### config.mk
export PLATFORM = sky130hd
export DESIGN_NAME = uart_tx_gap
export DESIGN_NICKNAME = d
export VERILOG_FILES = /design/src/rtl/uart_tx_pkg.sv /design/src/rtl/uart_tx_fifo.sv /design/src/rtl/uart_tx_serializer.sv /design/src/rtl/uart_tx_gap.sv
export SDC_FILE = /design/constraint.sdc
export NUM_CORES = 1
export LEC_CHECK = 0
export ABC_AREA = 0
export BUFFER_PORTS_ARGS = -buffer_cell sky130_fd_sc_hd__buf_2
export CAP_MARGIN = 10
export CORE_ASPECT_RATIO = 0.75
export CORE_UTILIZATION = 50
export CTS_CLUSTER_DIAMETER = 150
export CTS_CLUSTER_SIZE = 12
export DETAILED_ROUTE_END_ITERATION = 8
export PLACE_DENSITY = 0.66
export SYNTH_ARGS = -nofsm -noshare
export SYNTH_HDL_FRONTEND = slang
export SYNTH_HIERARCHICAL = 1
export SYNTH_SLANG_ARGS = --single-unit
### constraint.sdc
create_clock -name clk -period 3.75 [get_ports clk]
set_input_delay 0.5625 -clock clk [delete_from_list [all_inputs] [get_ports clk]]
set_output_delay 0.5625 -clock clk [all_outputs]
set_load 0.02 [all_outputs]
### src/rtl/uart_tx_pkg.sv
// Shared types and helpers for the serial transmit engine.
package uart_tx_pkg;

    // Shifter state sequence for one character
    typedef enum logic [2:0] {
        S_IDLE,
        S_START,
        S_DATA,
        S_PAR,
        S_STOP,
        S_GAP
    } tx_state_t;

    // Parity selection codes
    localparam logic [2:0] PAR_NONE  = 3'd0;
    localparam logic [2:0] PAR_ODD   = 3'd1;
    localparam logic [2:0] PAR_EVEN  = 3'd2;
    localparam logic [2:0] PAR_MARK  = 3'd3;
    localparam logic [2:0] PAR_SPACE = 3'd4;

    // XOR of the low (5 + wl) bits of a byte
    function automatic logic data_xor(input logic [7:0] d, input logic [1:0] wl);
        logic r;
        r = 1'b0;
        for (int i = 0; i < 8; i++) begin
            if (i < 5 + int'(wl)) r = r ^ d[i];
        end
        return r;
    endfunction

endpackage

### src/rtl/uart_tx_fifo.sv
// Transmit holding buffer.
// Holds DEPTH bytes when mode_deep is 1 and one byte when it is 0.
// Any change of mode_deep clears the contents on the next edge.
// Writes beyond the current capacity are dropped.
// Assumes DEPTH is a power of two and at least 2.
module uart_tx_fifo #(
    parameter int DEPTH = 32,
    parameter int W     = 8
) (
    input  logic         clk,
    input  logic         rst_n,
    input  logic         mode_deep,
    input  logic         wr_en,
    input  logic [W-1:0] wr_data,
    input  logic         rd_en,
    output logic [W-1:0] rd_data,
    output logic         empty
);
    localparam int PW = $clog2(DEPTH);
    localparam int CW = $clog2(DEPTH + 1);

    logic [W-1:0]  mem [DEPTH];
    logic [PW-1:0] wr_ptr, rd_ptr;
    logic [CW-1:0] count;
    logic [CW-1:0] cap;
    logic          mode_q;
    logic          flush, push_ok, pop_ok;

    assign cap     = mode_deep ? CW'(DEPTH) : CW'(1);
    assign flush   = (mode_q != mode_deep);
    assign push_ok = wr_en && (count < cap) && !flush;
    assign pop_ok  = rd_en && (count != '0) && !flush;
    assign empty   = (count == '0);
    assign rd_data = mem[rd_ptr];

    // Track the mode so that a change can be seen
    always_ff @(posedge clk) begin
        if (!rst_n) mode_q <= 1'b0;
        else        mode_q <= mode_deep;
    end

    // Pointer and occupancy bookkeeping, with flush on a mode change
    always_ff @(posedge clk) begin
        if (!rst_n || flush) begin
            wr_ptr <= '0;
            rd_ptr <= '0;
            count  <= '0;
        end else begin
            if (push_ok) wr_ptr <= wr_ptr + 1'b1;
            if (pop_ok)  rd_ptr <= rd_ptr + 1'b1;
            case ({push_ok, pop_ok})
                2'b10:   count <= count + 1'b1;
                2'b01:   count <= count - 1'b1;
                default: count <= count;
            endcase
        end
    end

    // Storage array write
    always_ff @(posedge clk) begin
        if (push_ok) mem[wr_ptr] <= wr_data;
    end

    AST_SHALLOW_LIMIT: assert property (@(posedge clk) disable iff (!rst_n)
        (!mode_deep && !mode_q) |-> (count <= CW'(1)));
    AST_NO_OVERFLOW: assert property (@(posedge clk) disable iff (!rst_n)
        count <= CW'(DEPTH));
    AST_FLUSH_CLEARS: assert property (@(posedge clk) disable iff (!rst_n)
        flush |=> empty);

endmodule

### src/rtl/uart_tx_serializer.sv
// Frame serializer with a programmable idle gap.
// Each byte is sent as a start bit, data bits LSB first, optional parity
// and stop bits. After the stop bits it idles high for gap_bits bit times.
// Frame settings are latched when a byte is taken. The gap value is read
// at the end of the stop bits.
// Assumes OVERSAMPLE is a power of two and GAP_W is at least 4.
module uart_tx_serializer
    import uart_tx_pkg::*;
#(
    parameter int OVERSAMPLE = 16,
    parameter int GAP_W      = 8
) (
    input  logic             clk,
    input  logic             rst_n,
    input  logic             tick,
    input  logic             have_data,
    input  logic [7:0]       din,
    input  logic [1:0]       word_len,
    input  logic             two_stop,
    input  logic [2:0]       par_mode,
    input  logic [GAP_W-1:0] gap_bits,
    output logic             pop,
    output logic             txd,
    output logic             idle
);
    localparam int SUB_W = $clog2(OVERSAMPLE);

    tx_state_t        st;
    logic [SUB_W-1:0] sub;
    logic [GAP_W-1:0] cnt;
    logic [7:0]       shreg;
    logic [3:0]       nbits;
    logic             par_on, par_bit, stop2;
    logic             bit_end, last_data, last_stop, frame_done, launch;

    assign bit_end    = tick && (sub == SUB_W'(OVERSAMPLE - 1)) && (st != S_IDLE);
    assign last_data  = (cnt == GAP_W'(nbits) - GAP_W'(1));
    assign last_stop  = (cnt == GAP_W'(stop2));
    assign frame_done = bit_end &&
                        ((st == S_STOP && last_stop && gap_bits == '0) ||
                         (st == S_GAP && cnt == GAP_W'(1)));
    assign launch     = have_data && (st == S_IDLE || frame_done);
    assign pop        = launch;
    assign idle       = (st == S_IDLE);

    // Line level chosen from the current frame position
    always_comb begin
        case (st)
            S_START: txd = 1'b0;
            S_DATA:  txd = shreg[0];
            S_PAR:   txd = par_bit;
            default: txd = 1'b1;
        endcase
    end

    // Frame sequencer: load, bit stepping, stop and gap counting
    always_ff @(posedge clk) begin
        if (!rst_n) begin
            st      <= S_IDLE;
            sub     <= '0;
            cnt     <= '0;
            shreg   <= '0;
            nbits   <= 4'd8;
            par_on  <= 1'b0;
            par_bit <= 1'b0;
            stop2   <= 1'b0;
        end else if (launch) begin
            st     <= S_START;
            sub    <= '0;
            cnt    <= '0;
            shreg  <= din;
            nbits  <= 4'd5 + {2'b00, word_len};
            stop2  <= two_stop;
            par_on <= (par_mode == PAR_ODD) || (par_mode == PAR_EVEN) ||
                      (par_mode == PAR_MARK) || (par_mode == PAR_SPACE);
            case (par_mode)
                PAR_ODD:  par_bit <= ~data_xor(din, word_len);
                PAR_EVEN: par_bit <= data_xor(din, word_len);
                PAR_MARK: par_bit <= 1'b1;
                default:  par_bit <= 1'b0;
            endcase
        end else begin
            if (tick && st != S_IDLE) sub <= sub + 1'b1;
            if (bit_end) begin
                sub <= '0;
                case (st)
                    S_START: begin
                        st  <= S_DATA;
                        cnt <= '0;
                    end
                    S_DATA: begin
                        shreg <= {1'b0, shreg[7:1]};
                        if (last_data) begin
                            st  <= par_on ? S_PAR : S_STOP;
                            cnt <= '0;
                        end else begin
                            cnt <= cnt + 1'b1;
                        end
                    end
                    S_PAR: begin
                        st  <= S_STOP;
                        cnt <= '0;
                    end
                    S_STOP: begin
                        if (!last_stop) begin
                            cnt <= cnt + 1'b1;
                        end else if (gap_bits != '0) begin
                            st  <= S_GAP;
                            cnt <= gap_bits;
                        end else begin
                            st <= S_IDLE;
                        end
                    end
                    S_GAP: begin
                        if (cnt == GAP_W'(1)) st <= S_IDLE;
                        else                  cnt <= cnt - 1'b1;
                    end
                    default: st <= S_IDLE;
                endcase
            end
        end
    end

    AST_START_LOW: assert property (@(posedge clk) disable iff (!rst_n)
        (st == S_START) |-> !txd);
    AST_LINE_HIGH: assert property (@(posedge clk) disable iff (!rst_n)
        (st == S_IDLE || st == S_STOP || st == S_GAP) |-> txd);
    AST_HOLD_NO_TICK: assert property (@(posedge clk) disable iff (!rst_n)
        (!tick && st != S_IDLE) |=> $stable(txd));
    AST_POP_WITH_DATA: assert property (@(posedge clk) disable iff (!rst_n)
        pop |-> have_data);

endmodule

### src/rtl/uart_tx_gap.sv
// Serial transmit engine top level.
// Connects the mode-switched holding buffer to the frame serializer.
// Assumes the line settings are stable while a character is in flight.
module uart_tx_gap #(
    parameter int FIFO_DEPTH = 32,
    parameter int OVERSAMPLE = 16,
    parameter int GAP_W      = 8
) (
    input  logic             clk,
    input  logic             rst_n,
    input  logic             baud_tick,
    input  logic             wr_en,
    input  logic [7:0]       wr_data,
    input  logic [1:0]       word_len,
    input  logic             two_stop,
    input  logic [2:0]       par_mode,
    input  logic             fifo_en,
    input  logic [GAP_W-1:0] gap_bits,
    output logic             txd,
    output logic             thr_empty,
    output logic             tsr_empty
);
    logic       buf_empty, take, ser_idle;
    logic [7:0] buf_data;

    uart_tx_fifo #(.DEPTH(FIFO_DEPTH), .W(8)) u_buf (
        .clk       (clk),
        .rst_n     (rst_n),
        .mode_deep (fifo_en),
        .wr_en     (wr_en),
        .wr_data   (wr_data),
        .rd_en     (take),
        .rd_data   (buf_data),
        .empty     (buf_empty)
    );

    uart_tx_serializer #(.OVERSAMPLE(OVERSAMPLE), .GAP_W(GAP_W)) u_ser (
        .clk       (clk),
        .rst_n     (rst_n),
        .tick      (baud_tick),
        .have_data (!buf_empty),
        .din       (buf_data),
        .word_len  (word_len),
        .two_stop  (two_stop),
        .par_mode  (par_mode),
        .gap_bits  (gap_bits),
        .pop       (take),
        .txd       (txd),
        .idle      (ser_idle)
    );

    assign thr_empty = buf_empty;
    assign tsr_empty = buf_empty && ser_idle;

    AST_QUIET_NEEDS_EMPTY: assert property (@(posedge clk) disable iff (!rst_n)
        tsr_empty |-> thr_empty);
    AST_RESET_IDLE: assert property (@(posedge clk)
        !rst_n |=> (txd && tsr_empty));

endmodule

==> results.sh <==
export IMPL_n_fill_cell=2089
export IMPL_clk_path_buf_depth=3
export IMPL_synth_top_cell_by_area="edfxtp_1"
export IMPL_drive_gt1_frac=0.152
export IMPL_synth_adder_area_share=0.0166
export IMPL_port_buffer_count=29
export IMPL_core_area_um2=26300
export IMPL_fin_nets=1045
export IMPL_cts_setup_buffers=0
export IMPL_setup_tns_final_ps=0
export IMPL_critPathTopFamily="simple AND/OR/NAND/NOR gates"
export IMPL_clockRootBuffer="clkbuf_16"
export IMPL_floorplan_initialDensity=0.517
export IMPL_regToRegStartpoint="u_ser/cnt[5]"
export IMPL_drt_pass1_iterations=5
export IMPL_synth_seq_cells=308
export IMPL_crit_buf_inv=2
export IMPL_cts_htree_levels=1
export IMPL_cp_required_ps=4220
export IMPL_ys_async_sr_fraction=0
export IMPL_hold_viol=0
export IMPL_drt_initial_drc_count=729
export IMPL_viasPerCell=5.93
export IMPL_numCtsBuffers=29
export IMPL_irDropWorstVdd_v=0.000456
export IMPL_track_usage=0.220
export IMPL_status="finished clean"
export IMPL_multiInputGateArea_um2=4500
export IMPL_start_kind="flop"
export IMPL_place_ws_ps=167
export IMPL_cap_violations=0
export IMPL_drt_wirelength_per_cell_um=22.0
export IMPL_synthTopCellsByArea="edfxtp_1 (57%), dfxtp_1 (7.7%), mux2i_1 (6.1%), mux4_1 (4.8%), nor2_1 (1.9%)"
export IMPL_power_density_nw_per_um2=439
export IMPL_grt_max_degree=46
export IMPL_period_needed_ps=3530
export IMPL_die_w_um=192
export IMPL_synth_xor_area_frac=0.0186
export IMPL_worstPathArrival_ps=4000
export IMPL_final_cells=1367
export IMPL_boundaryPins=30
export IMPL_crit_end="u_buf/count[2]"
export IMPL_timing_rr_end="u_buf/count[2]"
export IMPL_path_cells="or4_4 > or3_4 > nor2_4 > o221ai_4 > inv_2 > o311ai_2 > inv_1 > ha_2 > xor2_1 > ha_1 > a21oi_1 > xor2_1 > or3_1 > a21oi_1"
export IMPL_dieArea_um2=27800
export IMPL_placementRows=51
export IMPL_total_power_mw=6.67
export IMPL_synthMuxAreaShare=0.121
export IMPL_fin_area_um2=15200
export IMPL_holdWs_ps=246
export IMPL_yosysSeqAreaShare=0.643
export IMPL_area_growth_pct=11.9
export IMPL_synth_common_cells="edfxtp_1 (256), mux2i_1 (83), nor2_1 (69)"
export IMPL_drc=0
export IMPL_placed_area_um2=14300
export IMPL_clock_sinks=308
export IMPL_yosysMostFrequentCell="edfxtp_1"
export IMPL_slew_viol_final=0
export IMPL_synthCells=934
export IMPL_postRouteAntennaNets=0
export IMPL_path_clk_slew_ps=60
export IMPL_finClkSkew_ps=12.3
export IMPL_grt_pass1_wl_um=45400
export IMPL_r2r_slack_ps=220
export IMPL_dp_cells=1313
export IMPL_tightestPinTransition_ps=1000
export IMPL_vias=8104
export IMPL_synth_top_area_share=0.566
export IMPL_routabilityCongestion=0.919
export IMPL_avgSynthCellArea_um2=14.5
export IMPL_grt_antenna_before_repair=0
export IMPL_routed_wl_um=30100
export IMPL_holdBufCountCts=0
export IMPL_synth_area_um2=13600
export IMPL_grt_ovfl_total=0
export IMPL_final_util=0.578
export IMPL_antenna_cells=0
export IMPL_synthesis_nets=979
export IMPL_grt_pass1_vias=7586
export IMPL_timing_final_ws_setup_ps=221
export IMPL_finalSetupViolCount=0
export IMPL_reg2reg_depth=14
export IMPL_grt_setup_unrepaired="false"
export IMPL_cp_end_kind="flop"
export IMPL_worstHoldPathType="in -> reg"
export IMPL_synth_compound_area_frac=0.0778
export IMPL_synth_top_family_by_area="multiplexers"
export IMPL_post_cts_resized=0
export IMPL_synth_edf_count=256
export IMPL_ys_warn_count=6
export IMPL_cts_tree="built"
export IMPL_critical_path_class="reg -> reg"
export IMPL_register_area_um2=8730
export IMPL_slowest_delay_ps=570
export IMPL_worstSkewPairLatency_ps=550
export IMPL_dp_hpwl_um=19700
export IMPL_max_freq_ghz=0.283
export IMPL_die_h_um=145
export IMPL_crit_start="u_ser/cnt[5]"
export IMPL_cp_max_fo=10
export IMPL_timing_final_crit_share=0.941
export IMPL_synthSimpleGateAreaFrac=0.0971
export IMPL_crit_cells=14
export IMPL_p_leak_nw=4.99
export IMPL_ys_types=81
export IMPL_critPathSlowestCell="or4_4"
export IMPL_synth_top_flop_cell="edfxtp_1"
export IMPL_max_slew_margin=0.330
## per-layer routing
layer  routed length, um  vias to the layer above  global-route usage  share of wire
li1                    -                     3776                   -              -
met1               15000                     4055               0.349           0.50
met2               12700                      241               0.315           0.42
met3                1950                       32              0.0422          0.065
met4                 391                        0              0.0365          0.013
met5                   0                        -                   0              0
## worst reg2reg max path: cells and delay by family, from the launching register on
| kind | cells | cell delay [ps] |
|---|---|---|
| compound gates | 4 | 650 |
| flops | 1 | 400 |
| xor+xnor | 2 | 220 |
| simple gates | 4 | 1520 |
| fa+ha+maj | 2 | 450 |
| buf+inv | 2 | 220 |
## area by class of cell
type                            count  share of cell area
Sequential cell                   308               0.574
Multi-Input combinational cell    555               0.296
Clock buffer                       53              0.0551
Timing Repair Buffer               88              0.0403
Tap cell                          344              0.0283
Inverter                           18             0.00444
Clock inverter                      1             0.00132
## cell usage in the layout (no fill, tap or decap), drive strengths merged, types with 16 or more instances in the layout
cell	synthesis	routed
edfxtp	256	256
buf	25	88
mux2i	83	83
nor2	70	70
clkbuf	28	53
dfxtp	52	52
nand3	47	47
nand2	43	43
a22oi	34	34
mux4	32	32
a21oi	21	21
inv	18	19
xor2	18	18
ha	18	18
nor3	16	16
## worst min-delay path by stage
stage                     cells after the start  slack [ps]          start       endpoint
after detailed placement                      2         470  u_ser/par_bit  u_ser/par_bit
final                                         2         250    par_mode[2]  u_ser/par_bit
after global placement                        2         460  u_ser/par_bit  u_ser/par_bit
after global routing                          2         230    par_mode[2]  u_ser/par_bit
after floorplan                               2         440  u_ser/par_bit  u_ser/par_bit
after CTS                                     2         230    par_mode[2]  u_ser/par_bit
## flip-flops by register name, summed over array words and instances, names as in the netlist, named ones only
| name | flops |
|---|---|
| u_buf/mem | 256 |
| u_ser/cnt | 8 |
| u_ser/shreg | 8 |
| u_buf/count | 6 |
| u_buf/rd_ptr | 5 |
| u_buf/wr_ptr | 5 |
| u_ser/nbits | 4 |
| u_ser/sub | 4 |
| u_ser/st | 3 |
| u_buf/mode_q | 1 |
| u_ser/par_bit | 1 |
| u_ser/par_on | 1 |
| u_ser/stop2 | 1 |
## cell families (layout without fill, tap and decap cells)
logic type      Yosys count  in the layout
flops                   308            308
simple gates            256            256
compound gates          138            138
mux                     115            115
buf+inv                  71            160
xor+xnor                 28             28
fa+ha+maj                18             18
## power by group
group | leakage, nW | internal, mW | switching [mW]
logic | 1.86 | 0.0797 | 0.168
registers | 2.72 | 3.72 | 0.0130
clock network | 0.407 | 1.50 | 1.19
Note: power is estimated with default switching activity, not from simulation.
